**src/rtl/rtc_wp_pkg.sv**
```systemverilog
package rtc_wp_pkg;
  localparam int CCR_AW   = 6;
  localparam logic [CCR_AW-1:0] STAT_ADDR = 6'h3F;
  localparam logic [7:0] PAT_WEL  = 8'h02;
  localparam logic [7:0] PAT_RWEL = 8'h06;

  typedef enum logic [2:0] {
    SEC_ALM0, SEC_ALM1, SEC_CTRL, SEC_CLK, SEC_STAT, SEC_NONE
  } sec_e;

  function automatic sec_e sec_of(input logic [CCR_AW-1:0] a);
    if (a == STAT_ADDR)              return SEC_STAT;
    else if (a[5:3] == 3'b000)       return SEC_ALM0;
    else if (a[5:3] == 3'b001)       return SEC_ALM1;
    else if (a[5:1] == 5'b01000)     return SEC_CTRL;
    else if (a[5:3] == 3'b110)       return SEC_CLK;
    else                             return SEC_NONE;
  endfunction

  function automatic logic [CCR_AW-1:0] ccr_next(input logic [CCR_AW-1:0] a);
    case (sec_of(a))
      SEC_ALM0, SEC_ALM1, SEC_CLK: return {a[5:3], a[2:0] + 3'd1};
      SEC_CTRL:                    return {a[5:1], ~a[0]};
      SEC_STAT:                    return a;
      default:                     return a + 6'd1;
    endcase
  endfunction
endpackage

```
**src/rtl/rtc_wp_addr.sv**
```systemverilog
module rtc_wp_addr
  import rtc_wp_pkg::*;
#(
  parameter int MEM_AW = 11
) (
  input  logic              clk,
  input  logic              rst_n,
  input  logic              load_i,
  input  logic [MEM_AW-1:0] load_addr_i,
  input  logic              load_ccr_i,
  input  logic              adv_i,
  output logic [MEM_AW-1:0] ptr_o,
  output logic              ccr_o,
  output sec_e              sec_o
);
  localparam int PAD = MEM_AW - CCR_AW;

  logic [MEM_AW-1:0] ptr_q, ptr_d;
  logic              ccr_q, ccr_d;
  logic              en;

  always_comb begin
    ptr_d = ptr_q;
    ccr_d = ccr_q;
    en    = load_i | adv_i;
    if (load_i) begin
      ccr_d = load_ccr_i;
      ptr_d = load_ccr_i ? {{PAD{1'b0}}, load_addr_i[CCR_AW-1:0]} : load_addr_i;
    end else if (adv_i) begin
      ptr_d = ccr_q ? {{PAD{1'b0}}, ccr_next(ptr_q[CCR_AW-1:0])} : ptr_q + 1'b1;
    end
  end

  always_ff @(posedge clk or negedge rst_n) begin
    if (!rst_n) begin
      ptr_q <= '0;
      ccr_q <= 1'b0;
    end else if (en) begin
      ptr_q <= ptr_d;
      ccr_q <= ccr_d;
    end
  end

  assign ptr_o = ptr_q;
  assign ccr_o = ccr_q;
  assign sec_o = sec_of(ptr_q[CCR_AW-1:0]);

  AST_CLK_SEC_WRAP: assert property (@(posedge clk) disable iff (!rst_n)
    (adv_i && !load_i && ccr_o && sec_o == SEC_CLK) |=> (sec_o == SEC_CLK));
  AST_STAT_HOLD: assert property (@(posedge clk) disable iff (!rst_n)
    (adv_i && !load_i && ccr_o && sec_o == SEC_STAT) |=> $stable(ptr_o));
endmodule

```
**src/rtl/rtc_wp_latch.sv**
```systemverilog
module rtc_wp_latch (
  input  logic       clk,
  input  logic       rst_n,
  input  logic       upd_i,
  input  logic [7:0] data_i,
  input  logic       pwr_fail_i,
  input  logic       rtcf_clr_i,
  input  logic       bat_i,
  input  logic       al1_i,
  input  logic       al0_i,
  output logic [7:0] status_o,
  output logic       wel_o,
  output logic       rwel_o
);
  import rtc_wp_pkg::*;

  logic wel_q, wel_d, rwel_q, rwel_d, rtcf_q, rtcf_d;
  logic [2:0] hw_q;

  always_comb begin
    wel_d  = wel_q;
    rwel_d = rwel_q;
    if (upd_i) begin
      if (data_i == 8'h00) begin
        wel_d  = 1'b0;
        rwel_d = 1'b0;
      end else if (data_i == PAT_WEL) begin
        wel_d  = 1'b1;
      end else if (data_i == PAT_RWEL && wel_q) begin
        rwel_d = 1'b1;
      end
    end
    if (pwr_fail_i)      rtcf_d = 1'b1;
    else if (rtcf_clr_i) rtcf_d = 1'b0;
    else                 rtcf_d = rtcf_q;
  end

  always_ff @(posedge clk or negedge rst_n) begin
    if (!rst_n) begin
      wel_q  <= 1'b0;
      rwel_q <= 1'b0;
      rtcf_q <= 1'b0;
      hw_q   <= 3'b000;
    end else begin
      if (upd_i) begin
        wel_q  <= wel_d;
        rwel_q <= rwel_d;
      end
      rtcf_q <= rtcf_d;
      hw_q   <= {bat_i, al1_i, al0_i};
    end
  end

  assign status_o = {hw_q, 2'b00, rwel_q, wel_q, rtcf_q};
  assign wel_o    = wel_q;
  assign rwel_o   = rwel_q;

  AST_RWEL_NEEDS_WEL: assert property (@(posedge clk) disable iff (!rst_n)
    rwel_q |-> wel_q);
  AST_PFAIL_SETS: assert property (@(posedge clk) disable iff (!rst_n)
    pwr_fail_i |=> status_o[0]);
endmodule

```
**src/rtl/rtc_wp_gate.sv**
```systemverilog
module rtc_wp_gate
  import rtc_wp_pkg::*;
(
  input  logic wr_i,
  input  logic rd_i,
  input  logic live_i,
  input  logic term_i,
  input  logic seen_i,
  input  logic ccr_i,
  input  sec_e sec_i,
  input  logic wel_i,
  input  logic rwel_i,
  output logic wr_ok_o,
  output logic stat_wr_o,
  output logic adv_o,
  output logic kill_o
);
  logic is_stat;

  always_comb begin
    wr_ok_o   = 1'b0;
    stat_wr_o = 1'b0;
    adv_o     = 1'b0;
    kill_o    = 1'b0;
    is_stat   = ccr_i && (sec_i == SEC_STAT);
    if (live_i && !term_i) begin
      if (wr_i) begin
        if (is_stat) begin
          if (seen_i) kill_o = 1'b1;
          else begin
            wr_ok_o   = 1'b1;
            stat_wr_o = 1'b1;
          end
        end else if (wel_i) begin
          if (!ccr_i) begin
            wr_ok_o = 1'b1;
            adv_o   = 1'b1;
          end else if (rwel_i && sec_i != SEC_NONE) begin
            wr_ok_o = 1'b1;
            adv_o   = 1'b1;
          end
        end
      end else if (rd_i) begin
        if (is_stat) kill_o = seen_i;
        else         adv_o  = 1'b1;
      end
    end
  end
endmodule

```
**src/rtl/rtc_wprot_ctrl.sv**
```systemverilog
module rtc_wprot_ctrl
  import rtc_wp_pkg::*;
#(
  parameter int MEM_AW = 11
) (
  input  logic              clk,
  input  logic              rst_n,
  input  logic              start_i,
  input  logic [MEM_AW-1:0] addr_i,
  input  logic              ccr_i,
  input  logic              wr_i,
  input  logic              rd_i,
  input  logic [7:0]        data_i,
  input  logic              stop_i,
  input  logic              bat_i,
  input  logic              alarm1_i,
  input  logic              alarm0_i,
  input  logic              pwr_fail_i,
  output logic [7:0]        status_o,
  output logic              ack_o,
  output logic              commit_o,
  output logic [MEM_AW-1:0] ptr_o,
  output logic              term_o
);
  logic [1:0] rst_pipe;
  logic       rst_s_n;

  always_ff @(posedge clk or negedge rst_n) begin
    if (!rst_n) rst_pipe <= 2'b00;
    else        rst_pipe <= {rst_pipe[0], 1'b1};
  end
  assign rst_s_n = rst_pipe[1];

  logic live_q, live_d, term_q, term_d, seen_q, seen_d;
  logic pend_q, pend_d, wany_q, wany_d, chit_q, chit_d;
  logic ack_q, ack_d, commit_q, commit_d;
  logic [7:0] pdat_q, pdat_d;
  logic upd, rclr, adv_raw, adv, wr_ok, stat_wr, kill, wel, rwel, ccr_cur;
  sec_e sec_cur;

  rtc_wp_addr #(.MEM_AW(MEM_AW)) u_addr (
    .clk(clk), .rst_n(rst_s_n), .load_i(start_i), .load_addr_i(addr_i),
    .load_ccr_i(ccr_i), .adv_i(adv), .ptr_o(ptr_o), .ccr_o(ccr_cur), .sec_o(sec_cur)
  );

  rtc_wp_gate u_gate (
    .wr_i(wr_i), .rd_i(rd_i), .live_i(live_q), .term_i(term_q), .seen_i(seen_q),
    .ccr_i(ccr_cur), .sec_i(sec_cur), .wel_i(wel), .rwel_i(rwel),
    .wr_ok_o(wr_ok), .stat_wr_o(stat_wr), .adv_o(adv_raw), .kill_o(kill)
  );

  rtc_wp_latch u_latch (
    .clk(clk), .rst_n(rst_s_n), .upd_i(upd), .data_i(pdat_q), .pwr_fail_i(pwr_fail_i),
    .rtcf_clr_i(rclr), .bat_i(bat_i), .al1_i(alarm1_i), .al0_i(alarm0_i),
    .status_o(status_o), .wel_o(wel), .rwel_o(rwel)
  );

  assign adv = adv_raw && !start_i && !stop_i;

  always_comb begin
    live_d = live_q; term_d = term_q; seen_d = seen_q; pend_d = pend_q;
    pdat_d = pdat_q; wany_d = wany_q; chit_d = chit_q;
    ack_d = 1'b0; commit_d = 1'b0; upd = 1'b0; rclr = 1'b0;
    if (start_i) begin
      live_d = 1'b1; term_d = 1'b0; seen_d = 1'b0;
      pend_d = 1'b0; wany_d = 1'b0; chit_d = 1'b0;
    end else if (stop_i && live_q) begin
      live_d = 1'b0; term_d = 1'b0;
      upd = pend_q; commit_d = wany_q; rclr = chit_q;
      pend_d = 1'b0; wany_d = 1'b0; chit_d = 1'b0;
    end else if (kill) begin
      term_d = 1'b1; pend_d = 1'b0; wany_d = 1'b0; chit_d = 1'b0;
    end else begin
      if (wr_ok) begin
        ack_d  = 1'b1;
        seen_d = 1'b1;
        if (stat_wr) begin
          pend_d = 1'b1;
          pdat_d = data_i;
        end else begin
          wany_d = 1'b1;
          if (ccr_cur && sec_cur == SEC_CLK) chit_d = 1'b1;
        end
      end
      if (rd_i && live_q && !term_q) seen_d = 1'b1;
    end
  end

  always_ff @(posedge clk or negedge rst_s_n) begin
    if (!rst_s_n) begin
      live_q <= 1'b0; term_q <= 1'b0; seen_q <= 1'b0; pend_q <= 1'b0;
      pdat_q <= 8'h00; wany_q <= 1'b0; chit_q <= 1'b0;
      ack_q  <= 1'b0; commit_q <= 1'b0;
    end else begin
      live_q <= live_d; term_q <= term_d; seen_q <= seen_d; pend_q <= pend_d;
      pdat_q <= pdat_d; wany_q <= wany_d; chit_q <= chit_d;
      ack_q  <= ack_d;  commit_q <= commit_d;
    end
  end

  assign ack_o    = ack_q;
  assign commit_o = commit_q;
  assign term_o   = term_q;

  AST_LOCKED_NO_ACK: assert property (@(posedge clk) disable iff (!rst_s_n)
    (wr_i && !wel && !(ccr_cur && sec_cur == SEC_STAT)) |=> !ack_o);
  AST_COMMIT_AFTER_STOP: assert property (@(posedge clk) disable iff (!rst_s_n)
    commit_o |-> $past(stop_i));
  AST_TERM_QUIET: assert property (@(posedge clk) disable iff (!rst_s_n)
    (term_o && $past(term_o)) |-> !ack_o);
endmodule

```
**config.mk**
```make
export PLATFORM = sky130hd
export DESIGN_NAME = rtc_wprot_ctrl
export DESIGN_NICKNAME = d
export VERILOG_FILES = /design/src/rtl/rtc_wp_pkg.sv /design/src/rtl/rtc_wp_addr.sv /design/src/rtl/rtc_wp_latch.sv /design/src/rtl/rtc_wp_gate.sv /design/src/rtl/rtc_wprot_ctrl.sv
export SDC_FILE = /design/constraint.sdc
export NUM_CORES = 1
export LEC_CHECK = 0
export ABC_AREA = 1
export CORE_MARGIN = 3
export CORE_UTILIZATION = 45
export DETAILED_ROUTE_END_ITERATION = 12
export PLACE_DENSITY = 0.76
export SYNTH_ARGS = -nofsm -noshare
export SYNTH_HDL_FRONTEND = slang
export SYNTH_SLANG_ARGS = --single-unit
```
**constraint.sdc**
```tcl
create_clock -name clk -period 1.4 [get_ports clk]
set_clock_uncertainty 0.05 [all_clocks]
set_input_delay 0.35 -clock clk [delete_from_list [all_inputs] [get_ports clk]]
set_output_delay 0.35 -clock clk [all_outputs]
set_load 0.005 [all_outputs]
```
==> impl_metrics.tcl <==
set metrics [dict create \
    outcome "complete, but fails checks" \
    violations "setup timing" \
    crit_required_ns 1.59 \
    grt_setup_unrepaired "true" \
    path_buf_inv 2 \
    power.leakage_nw 1.59 \
    die_w_um 72.2 \
    grt_max_degree 20 \
    synth_common_cells "nand2_1 (56), dfrtp_1 (36), inv_1 (32), nor2_1 (27), nand3_1 (22)" \
    htree_levels 2 \
    port_buffers 49 \
    reg2reg_to "u_addr.ptr_o[4]" \
    yosys_warnings 0 \
    clock_latency_ns 0.30 \
    drive_above_1_share_pct 33.9 \
    num_vias 2033 \
    netlist_area_um2 1970 \
    r2r_cells 12 \
    synthTopCellsByArea "dfrtp_1 (46%), nand2_1 (11%), inv_1 (6.1%)" \
    fmax_mhz 565 \
    clock-sinks 36 \
    netlist_instances 249 \
    synth-async-reset-ratio_pct 100 \
    tns_ns -8.67 \
    grt_usage_pct 21.7 \
    end_kind "flop" \
    setup_ws_ns -0.370 \
    synth.avg_cell_area_um2 7.91 \
    ios 52 \
    netlist.area_leader.share_pct 45.7 \
    layout-area-overhead-vs-synth_pct 59.0 \
    finalCritPeriodShare_pct 126 \
    wl_mm 5.34 \
    diodes 0 \
    post-dp-hpwl_mm 3.52 \
    grt_pass1_vias 2003 \
    synth_most_common_cell "nand2_1" \
    synth_area_leader_cell "dfrtp_1" \
    die_area_um2 5210 \
    die_y_um 72.2 \
    final_cell_count_no_fill 401 \
    power_density_nw_per_um2 902 \
    startpoint "u_addr.ptr_o[0]" \
    ir_drop_v 0.000682 \
    root_buffer "clkbuf_8" \
    synth_top_flop_cell "dfrtp_1" \
    yosysSeqAreaShare_pct 45.7 \
    drtIter0Drc 92 \
    path_cells "ha_2 > nand2_2 > nor2_4 > nand2_2 > inv_2 > nand2_4 > inv_4 > nor3_4 > nand3_2 > nand2_4 > nand3_1 > nand2_1" \
    nets 381 \
    crit_family "simple AND/OR/NAND/NOR gates" \
    synth-edff-count 0 \
    maxCapViolCount 0 \
    fill_cells 298 \
    rrSetupSlack_ns -0.37 \
    slowest_stage "dfrtp_1" \
    hold_violations 0 \
    core_area_um2 4120 \
    path_max_fanout 5 \
    route.detailed.drc 0 \
    rows 23 \
    holdCritPathClass "flop to asynchronous set/reset pin" \
    ys_ff_latch 36 \
    finalMaxSlewViolations 0 \
    place.gp.congestion 0.860 \
    grt-ovfl-total 0 \
    cts_tree "built" \
    slowest_delay_ns 0.40 \
    setup-violations-final 28 \
    grt_pass1_wl_mm 8.72 \
    r2r-start "u_addr.ptr_o[0]" \
    period_needed_ns 1.77 \
    synth_cell_type_count 32 \
    dpl.cell_count 380 \
    viasPerCell 5.07 \
    drt-pass1-iter-count 4 \
    antenna_left 0 \
    cp-start-kind "flop" \
    fin_total_pwr_w 0.00282 \
    grt_antenna_before_repair 0 \
    clk_pin_slew_worst_paths_ns 0.08 \
    start_util_pct 47.9 \
    worstSetupPathType "flop to flop" \
    cts_made_buffers 5 \
    cts_hold_buf 0 \
    wl_per_cell_um 13.3 \
    crit_arrival_ns 1.96 \
    clock_path_buffers 2 \
]
state kept, by name, summed over array words and instances (netlist names), 2 cells and up:
register	cells
u_addr.ptr_o	11
pdat_q	8
u_latch.hw_q	3
rst_pipe	2
layer usage:
layer  routed length (um)  vias to the layer above  global-route usage (%)
li1                     -                      993                       -
met1                 2210                      969                    25.4
met2                 2710                       57                    37.5
met3                  304                       14                    5.96
met4                  112                        0                    8.35
met5                    0                        -                       0
repair_timing:
action	in CTS	in global routing
cloned	2	0
endpoints found under the hold margin	0	0
pin swaps	11	7
setup endpoints to repair	46	31
gates resized for setup	53	24
buffers inserted	10	1
how the worst max path moves through the flow:
stage | endpoint | slack [ns] | cells after the start
after floorplan | pdat_q[7] | -0.28 | 12
after global placement | pdat_q[0] | -0.54 | 8
after detailed placement | pdat_q[0] | -0.55 | 8
after CTS | pdat_q[0] | -0.35 | 10
after global routing | u_addr.ptr_o[4] | -0.49 | 11
final | u_addr.ptr_o[4] | -0.37 | 12
cells by family (layout without fill, tap and decap cells):
| logic type | count (synthesis) | count (layout) | synth area share [%] |
|---|---|---|---|
| adders and majority gates | 1 | 1 | 0.635 |
| buffers and inverters | 45 | 144 | 10.3 |
| DFF | 36 | 36 | 45.7 |
| other | 2 | 3 | 0.381 |
| xor gates and xnor gates | 2 | 2 | 0.890 |
| and+or+nand+nor | 125 | 127 | 29.2 |
| AOI/OAI and AO/OA | 38 | 38 | 12.9 |
worst reg2reg max path, stage by stage (launching register included):
cell	delay, ns
dfrtp_1	0.40
ha_2	0.19
nand2_2	0.09
nor2_4	0.05
nand2_2	0.08
inv_2	0.05
nand2_4	0.08
inv_4	0.06
nor3_4	0.21
nand3_2	0.17
nand2_4	0.12
nand3_1	0.07
nand2_1	0.07
per-stage QoR:
step,hold slack [ns],util (%),instance area (um^2),worst slack (ns)
CTS,0.115,74.1,3050,-0.353
detailed placement,0.110,68.2,2810,-0.554
finish,0.106,76.1,3130,-0.370
floorplan,0.00441,-,2000,-0.283
global route,0.137,76.1,3130,-0.486
global placement,0.108,68.2,2810,-0.544
placed cells by master, fill, tap and decap left out, types with 9 or more instances in the layout:
cell | synthesis | routed
buf_4 | 5 | 43
clkdlybuf4s50_1 | 0 | 27
dfrtp_1 | 36 | 36
dlygate4sd2_1 | 0 | 15
inv_1 | 32 | 31
nand2_1 | 56 | 45
nand2_2 | 8 | 14
nand3_1 | 22 | 21
nor2_1 | 27 | 19
o21ai_0 | 11 | 10
o21ai_2 | 9 | 9
where the power goes:
part           internal [W]  switching (W)  total [W]
sequential          0.00110      0.0000511    0.00115
clock              0.000528       0.000390   0.000919
combinational      0.000394       0.000355   0.000749
final cells by class:
type / instances / area (um^2) / area share (%)
clock buffers: 6 / 72.6 / 2.32
clock inverters: 2 / 35.0 / 1.12
inverters: 36 / 138 / 4.40
multi-input cells: 171 / 1030 / 32.9
flip-flops and latches: 36 / 901 / 28.8
well taps: 50 / 62.6 / 2.00
repair buffers: 100 / 891 / 28.5
No activity file was read; power rests on OpenSTA's default activity.
